`config.mk`:
```
export PLATFORM = sky130hd
export DESIGN_NAME = ss_ramp_ctrl
export DESIGN_NICKNAME = d
export VERILOG_FILES = /design/src/rtl/ss_pkg.sv /design/src/rtl/ss_edge_sync.sv /design/src/rtl/ss_ramp_counter.sv /design/src/rtl/ss_ramp_ctrl.sv
export SDC_FILE = /design/constraint.sdc
export NUM_CORES = 1
export LEC_CHECK = 0
export BUFFER_PORTS_ARGS = -buffer_cell sky130_fd_sc_hd__buf_2
export CELL_PAD_IN_SITES_DETAIL_PLACEMENT = 0
export CELL_PAD_IN_SITES_GLOBAL_PLACEMENT = 1
export CORE_MARGIN = 4
export CORE_UTILIZATION = 40
export CTS_BUF_LIST = sky130_fd_sc_hd__clkbuf_4 sky130_fd_sc_hd__clkbuf_8 sky130_fd_sc_hd__clkbuf_16
export DETAILED_ROUTE_END_ITERATION = 7
export PLACE_DENSITY = 0.75
export SKIP_CTS_REPAIR_TIMING = 1
export SYNTH_ARGS = -nofsm -noshare
export SYNTH_HDL_FRONTEND = slang
export SYNTH_SLANG_ARGS = --single-unit
export TNS_END_PERCENT = 1
```
`constraint.sdc`:
```
create_clock -name clk -period 3.17 [get_ports clk]
set_input_delay 0.634 -clock clk [delete_from_list [all_inputs] [get_ports clk]]
set_output_delay 0.634 -clock clk [all_outputs]
set_load 0.05 [all_outputs]
```
`src/rtl/ss_pkg.sv`:
```
package ss_pkg;

    typedef enum logic [1:0] {
        PH_DISCHARGE = 2'd0,
        PH_ARMED     = 2'd1,
        PH_MEASURE   = 2'd2
    } phase_t;

    // channel index inside the synchronizer vector
    localparam int CH_ZERO = 0;
    localparam int CH_IN   = 1;
    localparam int CH_NUM  = 2;

    // zero length request is stretched to one cycle
    function automatic int unsigned hold_limit(input int unsigned h);
        return (h == 0) ? 1 : h;
    endfunction

endpackage

```
`src/rtl/ss_edge_sync.sv`:
```
module ss_edge_sync #(
    parameter int CH = 2
) (
    input  logic          clk,
    input  logic          rst,
    input  logic [CH-1:0] din,
    output logic [CH-1:0] rise
);
    logic [CH-1:0] meta_q;
    logic [CH-1:0] sync_q;
    logic [CH-1:0] last_q;

    for (genvar g = 0; g < CH; g++) begin : g_chan
        always_ff @(posedge clk) begin
            if (rst) begin
                meta_q[g] <= 1'b0;
                sync_q[g] <= 1'b0;
                last_q[g] <= 1'b0;
            end else begin
                meta_q[g] <= din[g];
                sync_q[g] <= meta_q[g];
                last_q[g] <= sync_q[g];
            end
        end
        assign rise[g] = sync_q[g] & ~last_q[g];
    end

endmodule

```
`src/rtl/ss_ramp_counter.sv`:
```
module ss_ramp_counter #(
    parameter int W = 8
) (
    input  logic         clk,
    input  logic         rst,
    input  logic         start,
    input  logic         step,
    output logic [W-1:0] cnt,
    output logic         at_max
);
    localparam logic [W-1:0] FULL = {W{1'b1}};
    localparam logic [W-1:0] ONE  = {{(W-1){1'b0}}, 1'b1};

    logic [W-1:0] cnt_q;

    always_ff @(posedge clk) begin
        if (rst) begin
            cnt_q <= '0;
        end else if (start) begin
            cnt_q <= ONE;
        end else if (step && cnt_q != FULL) begin
            cnt_q <= cnt_q + ONE;
        end
    end

    assign cnt    = cnt_q;
    assign at_max = (cnt_q == FULL);

    AST_NO_OVERFLOW: assert property (@(posedge clk) disable iff (rst)
        ($past(cnt_q) == FULL && !$past(start)) |-> cnt_q == FULL);

endmodule

```
`src/rtl/ss_ramp_ctrl.sv`:
```
module ss_ramp_ctrl #(
    parameter int CNT_W  = 8,
    parameter int HOLD_W = 4
) (
    input  logic              clk,
    input  logic              rst,
    input  logic              cmp_zero_i,
    input  logic              cmp_in_i,
    input  logic [HOLD_W-1:0] hold_cycles_i,
    output logic [CNT_W-1:0]  result_o,
    output logic              valid_o,
    output logic              overrange_o,
    output logic              ramp_rst_o
);
    import ss_pkg::*;

    localparam logic [CNT_W-1:0] FULL = {CNT_W{1'b1}};

    phase_t              phase_q;
    logic [HOLD_W-1:0]   hold_q;
    logic [CNT_W-1:0]    result_q;
    logic                ovr_q;
    logic                valid_q;
    logic [CH_NUM-1:0]   flags;
    logic [CH_NUM-1:0]   rise;
    logic                zero_rise;
    logic                in_rise;
    logic                cnt_start;
    logic                cnt_step;
    logic [CNT_W-1:0]    cnt;
    logic                cnt_full;
    logic [HOLD_W-1:0]   hold_last;

    assign flags[CH_ZERO] = cmp_zero_i;
    assign flags[CH_IN]   = cmp_in_i;

    ss_edge_sync #(.CH(CH_NUM)) u_sync (
        .clk  (clk),
        .rst  (rst),
        .din  (flags),
        .rise (rise)
    );

    assign zero_rise = rise[CH_ZERO];
    assign in_rise   = rise[CH_IN];

    assign cnt_start = (phase_q == PH_ARMED) && zero_rise && !in_rise;
    assign cnt_step  = (phase_q == PH_MEASURE) && !in_rise;

    ss_ramp_counter #(.W(CNT_W)) u_cnt (
        .clk    (clk),
        .rst    (rst),
        .start  (cnt_start),
        .step   (cnt_step),
        .cnt    (cnt),
        .at_max (cnt_full)
    );

    assign hold_last = HOLD_W'(hold_limit(int'(hold_cycles_i)) - 1);

    always_ff @(posedge clk) begin
        if (rst) begin
            phase_q  <= PH_DISCHARGE;
            hold_q   <= '0;
            result_q <= '0;
            ovr_q    <= 1'b0;
            valid_q  <= 1'b0;
        end else begin
            valid_q <= 1'b0;
            unique case (phase_q)
                PH_DISCHARGE: begin
                    if (hold_q >= hold_last) begin
                        hold_q  <= '0;
                        phase_q <= PH_ARMED;
                    end else begin
                        hold_q <= hold_q + 1'b1;
                    end
                end
                PH_ARMED: begin
                    if (zero_rise && in_rise) begin
                        result_q <= '0;
                        ovr_q    <= 1'b0;
                        valid_q  <= 1'b1;
                        hold_q   <= '0;
                        phase_q  <= PH_DISCHARGE;
                    end else if (zero_rise) begin
                        phase_q <= PH_MEASURE;
                    end
                end
                PH_MEASURE: begin
                    if (in_rise) begin
                        result_q <= cnt;
                        ovr_q    <= 1'b0;
                        valid_q  <= 1'b1;
                        hold_q   <= '0;
                        phase_q  <= PH_DISCHARGE;
                    end else if (cnt_full) begin
                        result_q <= FULL;
                        ovr_q    <= 1'b1;
                        valid_q  <= 1'b1;
                        hold_q   <= '0;
                        phase_q  <= PH_DISCHARGE;
                    end
                end
                default: phase_q <= PH_DISCHARGE;
            endcase
        end
    end

    assign result_o    = result_q;
    assign valid_o     = valid_q;
    assign overrange_o = ovr_q;
    assign ramp_rst_o  = (phase_q == PH_DISCHARGE);

    AST_VALID_PULSE: assert property (@(posedge clk) disable iff (rst)
        valid_o |=> !valid_o);
    AST_RESULT_HOLD: assert property (@(posedge clk) disable iff (rst)
        !valid_o |-> ($stable(result_o) && $stable(overrange_o)));
    AST_OVR_ALLONES: assert property (@(posedge clk) disable iff (rst)
        overrange_o |-> result_o == FULL);
    AST_VALID_RESTART: assert property (@(posedge clk) disable iff (rst)
        valid_o |-> ramp_rst_o);
    AST_NO_VALID_ARMED: assert property (@(posedge clk) disable iff (rst)
        (phase_q == PH_ARMED && !zero_rise) |=> !valid_o);

endmodule

```
==> results.json, run 1 <==
{
  "cts_buffer_depth": 2,
  "critical_path_required_ns": 3.40,
  "grt_util_all_layers_pct": 15.0,
  "synthToLayoutAreaGrowth_pct": 11.8,
  "vias_per_cell": 5.24,
  "finClkSkew_ns": 0.00979,
  "synth_cell_type_count": 33,
  "synthCells": 163,
  "cts_tree": "done",
  "hp-class": "flip-flop to flip-flop",
  "nNetsFinal": 199,
  "vias": 1189,
  "slew-limit-headroom_pct": 59.6,
  "vdd_drop_max_mv": 0.337,
  "drt_iter0_markers": 63,
  "yosysWarnings": 0,
  "setup_ws_ns": 1.04,
  "cts_made_buffers": 5,
  "slowest_stage": "nor3_1",
  "synth-main-ff-cell": "dfxtp_1",
  "path_class": "input pin to flip-flop",
  "swShare_pct": 35.5,
  "syn_nets": 180,
  "path_cells": "buf_2, nor2_1, nor3_1, a21oi_1, ha_1, o211ai_1, a21oi_1, nor3_1, nand2b_4, o41ai_2",
  "clk_latency_ns": 0.32,
  "critPathCaptureType": "flip-flop",
  "gp_congestion": 0.798,
  "finalCritPeriodShare_pct": 67.3,
  "drive_gt1_share_pct": 17.1,
  "ys_seq_area_share_pct": 41.2,
  "dieArea_mm2": 0.00467,
  "synth_largest_area_cell": "dfxtp_1",
  "start_kind": "input pin",
  "drv_cap": 0,
  "fp.dieH_um": 68.3,
  "final_max_slew_viol_count": 0,
  "io_pins": 19,
  "grt-ovfl-total": 0,
  "intPower_uw": 593,
  "ctsHtreeMaxLevel": 2,
  "p_leak_uw": 0.000703,
  "fmax_ghz": 0.469,
  "p_comb_share_pct": 29.2,
  "yosys-top-cells-area": "dfxtp_1, ha_1, a21oi_1",
  "rows": 21,
  "core-area_mm2": 0.00342,
  "initial_core_util_pct": 42.6,
  "rsz0062_at_grt": "false",
  "post-place-ws_ns": 0.688,
  "routed_wl_um": 2910,
  "cp_max_fo": 4,
  "route.antenna.remaining_nets": 0,
  "firstDrtPassIters": 4,
  "clkTransAtPathRegs_ns": 0.09,
  "clockPowerShare_pct": 23.9,
  "dp_hpwl_um": 2110,
  "grt_max_degree": 22,
  "fillerInstances": 348,
  "setup-violations-final": 0,
  "diodes": 0,
  "yosysTopAreaCellShare_pct": 41.2,
  "p_per_area_mw_per_mm2": 564,
  "antenna_found_initial": 0,
  "first_global_vias": 1162,
  "route.detailed.drc": 0,
  "finalHoldViolCount": 0,
  "final.setup.tns_ns": 0,
  "cpPeakStageDelay_ns": 0.47,
  "synth_edf_count": 0,
  "synth_area_mm2": 0.00146,
  "grt_first_pass_wirelength_um": 5180,
  "p_sw_uw": 326,
  "holdWs_ns": 0.445,
  "portBuffers": 18,
  "wl_per_cell_um": 12.8,
  "critPathArrivalTime_ns": 2.36,
  "numClockSinks": 30,
  "layout_commonest_cell": "dfxtp_1",
  "final_cell_mix": "dfxtp_1, nand2_1, buf_2, a21oi_1",
  "syn_area_per_cell_um2": 8.93,
  "seq_power_share_pct": 46.9,
  "ctsRootBufferMaster": "clkbuf_4",
  "die_x_um": 68.3,
  "synthArstFlopShare_pct": 0,
  "ys_ff_latch": 30,
  "min_period_ns": 2.13,
  "status": "finished clean",
  "tightest_slew_ns": 0.606
}
[cell usage after synthesis (all sizes together), types with 3 or more instances]
master  instances
clkbuf          4
o211ai         10
ha              9
nor2            6
nand3           8
xor2            3
nand2          20
nand4           3
inv             4
nor3            8
and3            5
o21a            3
xnor2           3
nand2b          4
nor2b           7
dfxtp          30
a21oi          16
o21ai           6
[kinds of logic after synthesis]
kind of cell,Yosys count,synth area share [%]
compound gates,43,21.3
fa+ha+maj,9,7.73
flops,30,41.2
buf+inv,11,3.18
xor+xnor,6,3.61
simple gates,64,22.9
[per-stage QoR]
| stage | util (%) | cells | total power (µW) | cell area, µm² |
|---|---|---|---|---|
| after floorplan | - | 163 | 654 | 1460 |
| after global placement | 46.2 | 221 | 697 | 1580 |
| after detailed placement | 46.2 | 221 | 708 | 1580 |
| after CTS | 47.7 | 227 | 930 | 1630 |
| after global routing | 47.7 | 227 | 988 | 1630 |
| final | 47.7 | 227 | 918 | 1630 |
[worst paths after layout]
check	start	endpoint	slack (ns)	cells past startpoint
max	hold_cycles_i[3]	hold_q[3]	1.04	10
min	u_sync.meta_q[0]	u_sync.sync_q[0]	0.44	1
max reg2reg	u_cnt.cnt[0]	result_o[1]	1.23	6
min reg2reg	u_sync.meta_q[0]	u_sync.sync_q[0]	0.44	1
[layout make-up]
cell class,instances,area [µm²],share of cell area [%]
Tap cell,46,57.6,3.54
Multi-Input combinational cell,122,810,49.7
Timing Repair Buffer,18,90.1,5.53
Clock buffer,6,51.3,3.15
Sequential cell,30,601,36.9
Inverter,5,18.8,1.15
[power groups by stage]
| stage | Clock (µW) | Combinational [µW] | Sequential (µW) |
|---|---|---|---|
| final | 220 | 268 | 431 |
| after detailed placement | 0 | 269 | 439 |
| after global routing | 250 | 304 | 435 |
| after floorplan | 0 | 218 | 437 |
| after global placement | 0 | 260 | 437 |
| after CTS | 229 | 270 | 431 |
[sequential cells by signal, summed over array words and instances (netlist names)]
name / flops
result_o: 8
u_sync.sync_q: 2
u_sync.meta_q: 2
phase_q: 2
valid_o: 1
u_sync.last_q: 2
u_cnt.cnt: 8
overrange_o: 1
hold_q: 4
[layer usage]
metal	share of wire, %	vias up	GRT usage [%]
met3	4.7	6	5.42
li1	-	627	-
met4	1.7	0	6.20
met5	0	-	0
met2	44	19	22.7
met1	50	537	19.2
[critical path, delay by kind of cell]
kind | cells | cell delay (ns)
AOI/OAI and AO/OA | 4 | 0.61
adders and majority gates | 1 | 0.25
buffers and inverters | 1 | 0.12
and+or+nand+nor | 4 | 0.76
Note: power is estimated with default switching activity, not from simulation.
==> run 2, diff against run 1 <==
Settings changed: ABC_AREA set to 1, CORE_UTILIZATION 40 to 38.
Clock period 3.17 ns to 1.8 ns, I/O delays scaled along.
==> run 2 against run 1 <==
  * Cell count is 23% higher
  * Die area is 15% higher
  * First-iteration DRC count is 3.2% lower
  * Synthesized area is 11% higher
  * Synthesized cell count is 23% higher
  * Sequential power is 96% higher
  * Worst hold slack worse by 0.16 ns
==> results.json, run 2 <==
{
  "numClockSinks": 30,
  "path_class": "flip-flop to flip-flop",
  "finalHoldViolCount": 0,
  "portBuffers": 18,
  "grt_first_pass_wirelength_um": 5170,
  "yosysMostFrequentCell": "nand2_1",
  "synth-main-ff-cell": "dfxtp_1",
  "synthToLayoutAreaGrowth_pct": 17.1,
  "synthSimpleGateAreaFrac_pct": 29.0,
  "route.detailed.drc": 0,
  "rows": 23,
  "grt_util_all_layers_pct": 12.7,
  "wl_per_cell_um": 10.7,
  "synth_cell_type_count": 32,
  "r2r-end": "u_cnt.cnt[5]",
  "synth_top_family_by_area": "simple AND/OR/NAND/NOR gates",
  "first_global_vias": 1145,
  "cpLargestDelayFamily": "simple AND/OR/NAND/NOR gates",
  "vias": 1242,
  "holdPathEnd": "u_sync.meta_q[0]",
  "synth_area_mm2": 0.00161,
  "yosysTopAreaCellShare_pct": 37.2,
  "clkTransAtPathRegs_ns": 0.06,
  "ys_seq_area_share_pct": 37.2,
  "setup-violations-final": 0,
  "cts_buffer_depth": 2,
  "synthArstFlopShare_pct": 0,
  "swShare_pct": 41.4,
  "fp.dieH_um": 73.2,
  "critPathCaptureType": "flip-flop",
  "cp_max_fo": 10,
  "layout_commonest_cell": "nand2_1",
  "ctsHtreeMaxLevel": 2,
  "finClkSkew_ns": 0.00363,
  "core-area_mm2": 0.00406,
  "critPathArrivalTime_ns": 1.75,
  "post_synth_xor_area_fraction_pct": 3.26,
  "regToRegSetupSlack_ns": 0.22,
  "p_comb_share_pct": 42.3,
  "clockPowerShare_pct": 23.2,
  "vias_per_cell": 4.45,
  "nNetsFinal": 245,
  "min_period_ns": 1.58,
  "path_cells": "inv_1, ha_1, inv_2, nor2_8, nand2_8, nor3_2, nand3_1, nand2_1, nor2_1",
  "clk_latency_ns": 0.28,
  "synth_edf_count": 0,
  "seq_power_share_pct": 34.6,
  "firstDrtPassIters": 4,
  "vdd_drop_max_mv": 0.551,
  "start_kind": "flip-flop",
  "critical_path_required_ns": 1.97,
  "crit_buf_inv": 2,
  "slowest_stage": "dfxtp_1",
  "die_x_um": 73.2,
  "syn_nets": 217,
  "routed_wl_um": 2970,
  "drv_cap": 0,
  "intPower_uw": 1430,
  "drive_gt1_share_pct": 28.4,
  "cts_made_buffers": 5,
  "startpoint": "phase_q[0]",
  "fmax_ghz": 0.633,
  "yosysWarnings": 0,
  "tightest_slew_ns": 0.288,
  "diodes": 0,
  "dieArea_mm2": 0.00535,
  "yosys-mux-area-fraction_pct": 0,
  "final_cell_area_mm2": 0.00189,
  "syn_area_per_cell_um2": 8.07,
  "drt_iter0_markers": 61,
  "final_max_slew_viol_count": 0,
  "io_pins": 19,
  "yosys-top-cells-area": "dfxtp_1, nand2_1, ha_1",
  "slew-limit-headroom_pct": 80.7,
  "grt-ovfl-total": 0,
  "post_dp_cell_area_mm2": 0.00179,
  "synth-compound-area-share_pct": 14.3,
  "ys_ff_latch": 30,
  "synth_top_cells_by_count": "nand2_1, dfxtp_1, inv_1, nor2_1",
  "r2r_cells": 9,
  "synth_largest_area_cell": "dfxtp_1",
  "status": "finished clean",
  "hold_depth": 3,
  "synthCells": 200,
  "hp-class": "input pin to flip-flop",
  "worstReg2RegStart": "phase_q[0]",
  "finalCritPeriodShare_pct": 87.7,
  "grt_max_degree": 11,
  "route.antenna.remaining_nets": 0,
  "synthAdderAreaFrac_pct": 6.98,
  "min_from": "cmp_zero_i",
  "cpPeakStageDelay_ns": 0.33,
  "p_leak_uw": 0.000851,
  "gp_congestion": 0.745,
  "dp_hpwl_um": 2230,
  "initial_core_util_pct": 39.8,
  "final_cell_mix": "nand2_1, inv_1, dfxtp_1, nor2_1, buf_2",
  "p_sw_uw": 1010,
  "cts_tree": "done",
  "antenna_found_initial": 0,
  "rsz0062_at_grt": "false",
  "p_total_uw": 2440,
  "p_per_area_mw_per_mm2": 1290,
  "ctsRootBufferMaster": "clkbuf_8",
  "fillerInstances": 400
}
-- run 2: final cells by class --
cell class	instances	area [µm²]	share of cell area, %
clock buffer	7	90.1	4.77
clock inverter	1	5.00	0.265
sequential	30	601	31.8
multi-input combinational	133	863	45.7
inverter	34	133	7.02
tap	50	62.6	3.31
timing repair buffer	24	135	7.15
-- run 2: kinds of logic after synthesis --
group,Yosys count
AO/OA/AOI/OAI,33
XOR/XNOR,6
adder cells (fa/ha/maj),9
buffers and inverters,37
flip-flops,30
AND/OR/NAND/NOR,85
-- run 2: metrics by stage --
| step | cells | utilization, % | setup slack (ns) | hold slack [ns] | setup TNS [ns] |
|---|---|---|---|---|---|
| after floorplan | 200 | - | 0.171 | 0.388 | 0 |
| after global placement | 271 | 44.2 | -0.00844 | 0.390 | -0.00844 |
| after detailed placement | 271 | 44.2 | -0.0307 | 0.399 | -0.0784 |
| after CTS | 279 | 46.6 | 0.216 | 0.272 | 0 |
| after global routing | 279 | 46.6 | 0.0793 | 0.296 | 0 |
| final | 279 | 46.6 | 0.221 | 0.283 | 0 |
-- run 2: worst reg2reg max path: stages, from the launching register on --
cell	delay, ns
dfxtp_1	0.33
inv_1	0.10
ha_1	0.20
inv_2	0.08
nor2_8	0.18
nand2_8	0.11
nor3_2	0.25
nand3_1	0.11
nand2_1	0.08
nor2_1	0.04
-- run 2: how the worst max path moves through the flow --
stage | cells after the start | slack [ns] | end
2_1_floorplan | 13 | 0.17 | phase_q[1]
3_3_place_gp | 12 | -0.008 | phase_q[1]
3_5_place_dp | 15 | -0.03 | hold_q[2]
4_1_cts | 8 | 0.22 | result_o[7]
5_1_grt | 15 | 0.08 | hold_q[2]
6_report | 9 | 0.22 | u_cnt.cnt[5]
-- run 2: layer usage --
| metal | global-route usage, % | part of all wire [%] | vias to the layer above |
|---|---|---|---|
| li1 | - | - | 678 |
| met1 | 17.2 | 52 | 546 |
| met2 | 18.1 | 43 | 14 |
| met3 | 4.13 | 3.7 | 4 |
| met4 | 6.15 | 1.7 | 0 |
| met5 | 0 | 0 | - |
-- run 2: power groups by stage --
stage          Combinational [µW]  Sequential [µW]  Clock (µW)
6_report                     1030              844         565
5_1_grt                      1150              857         610
4_1_cts                      1050              845         591
3_5_place_dp                 1040              859           0
3_3_place_gp                 1040              858           0
2_1_floorplan                 706              992           0
==> run 3, diff against run 2 <==
Settings changed: PLACE_DENSITY 0.75 to 0.74.
==> run 3 against run 2 <==
  * Clock power decreased by 1%
  * Sequential cell count unchanged
  * Worst setup slack improved by 0.012 ns
  * Fmax increased by 0.77%
  * Register-to-register slack about the same
  * Sequential power about the same
  * Critical path depth unchanged
  * Routed wire length decreased by 2.0%
  * Global-route usage increased by 0.28 points
==> results.json, run 3 (synthesized netlist as in run 2, its figures left out) <==
{
  "numClockSinks": 30,
  "grt_first_pass_wirelength_um": 5380,
  "clk_latency_ns": 0.28,
  "intPower_uw": 1410,
  "finClkSkew_ns": 0.00302,
  "rsz0062_at_grt": "false",
  "p_leak_uw": 0.000841,
  "first_global_vias": 1199,
  "wl_per_cell_um": 10.5,
  "gp_congestion": 0.770,
  "drive_gt1_share_pct": 28.5,
  "critical_path_required_ns": 1.97,
  "route.detailed.drc": 0,
  "rows": 23,
  "min_from": "cmp_zero_i",
  "setup-violations-final": 0,
  "cts_tree": "done",
  "vdd_drop_max_mv": 0.553,
  "p_per_area_mw_per_mm2": 1290,
  "drv_cap": 0,
  "grt-ovfl-total": 0,
  "vias_per_cell": 4.53,
  "setup_ws_ns": 0.233,
  "vias": 1260,
  "final.setup.tns_ns": 0,
  "slowest_stage": "dfxtp_1",
  "cpPeakStageDelay_ns": 0.33,
  "routed_wl_um": 2910,
  "cp_max_fo": 10,
  "finalHoldViolCount": 0,
  "fp.dieH_um": 73.2,
  "r2r_cells": 9,
  "portBuffers": 18,
  "p_comb_share_pct": 42.4,
  "antenna_found_initial": 0,
  "clockPowerShare_pct": 22.9,
  "cts_buffer_depth": 2,
  "min_period_ns": 1.57,
  "startpoint": "phase_q[0]",
  "path_cells": "inv_1, ha_1, inv_2, nor2_8, nand2_8, nor3_2, nand3_1, nand2_1, nor2_1",
  "route.antenna.remaining_nets": 0,
  "die_x_um": 73.2,
  "clkTransAtPathRegs_ns": 0.06,
  "post-place-ws_ns": -0.0537,
  "status": "finished clean",
  "swShare_pct": 42.1,
  "ctsRootBufferMaster": "clkbuf_8",
  "seq_power_share_pct": 34.6,
  "p_sw_uw": 1030,
  "cts_made_buffers": 5,
  "finalCritPeriodShare_pct": 87.1,
  "fillerInstances": 437,
  "tightest_slew_ns": 0.284,
  "layout_commonest_cell": "nand2_1",
  "fmax_ghz": 0.638,
  "nNetsFinal": 244,
  "critPathCaptureType": "flip-flop",
  "grt_max_degree": 11,
  "core-area_mm2": 0.00406,
  "final_max_slew_viol_count": 0,
  "worstReg2RegStart": "phase_q[0]",
  "dieArea_mm2": 0.00535,
  "fin_util_pct": 46.4,
  "firstDrtPassIters": 4,
  "path_class": "flip-flop to flip-flop",
  "io_pins": 19,
  "slew-limit-headroom_pct": 81.0,
  "dp_hpwl_um": 2260,
  "start_kind": "flip-flop",
  "synthToLayoutAreaGrowth_pct": 16.7,
  "drt_iter0_markers": 77,
  "hold_depth": 3,
  "diodes": 0,
  "ctsHtreeMaxLevel": 2,
  "grt_util_all_layers_pct": 13.0,
  "initial_core_util_pct": 39.8,
  "hp-class": "input pin to flip-flop",
  "final_cell_mix": "nand2_1, inv_1, dfxtp_1, nor2_1, buf_2",
  "critPathArrivalTime_ns": 1.74
}
run 3: critical path, delay by kind of cell (launching register included):
kind	cells	cell delay, ns
fa+ha+maj	1	0.21
buf+inv	2	0.18
simple gates	6	0.75
flops	1	0.33
run 3: path summary, 6_finish.rpt:
check	slack, ns	to
min reg2reg	0.41	u_sync.sync_q[0]
min	0.28	u_sync.meta_q[0]
max	0.23	u_cnt.cnt[5]
max reg2reg	0.23	u_cnt.cnt[5]
run 3: layout make-up:
| class | instances | area (µm²) | share of cell area, % |
|---|---|---|---|
| clock buffer | 6 | 82.6 | 4.38 |
| clock inverter | 2 | 12.5 | 0.664 |
| inverter | 34 | 133 | 7.04 |
| multi-input combinational | 133 | 866 | 45.9 |
| sequential | 30 | 601 | 31.9 |
| tap | 50 | 62.6 | 3.32 |
| timing repair buffer | 23 | 128 | 6.77 |
run 3: metrics by stage:
| stage | hold slack, ns | power, µW | instances | area, µm² |
|---|---|---|---|---|
| after floorplan | 0.388 | 1700 | 200 | 1610 |
| after global placement | 0.390 | 1910 | 270 | 1790 |
| after detailed placement | 0.400 | 1910 | 270 | 1790 |
| after CTS | 0.275 | 2480 | 278 | 1880 |
| after global routing | 0.301 | 2640 | 278 | 1880 |
| final | 0.282 | 2440 | 278 | 1880 |
run 3: power by group through the flow:
| stage | clock, µW | sequential, µW | combinational, µW |
|---|---|---|---|
| after floorplan | 0 | 992 | 706 |
| after global placement | 0 | 858 | 1050 |
| after detailed placement | 0 | 862 | 1050 |
| after CTS | 584 | 847 | 1050 |
| after global routing | 615 | 863 | 1160 |
| final | 559 | 844 | 1030 |
run 3: per-layer routing:
layer,GRT usage [%],vias to the layer above,part of all wire (%)
li1,-,681,-
met1,17.2,554,49
met2,19.3,20,44
met3,4.68,5,4.7
met4,4.92,0,1.4
met5,0,-,0
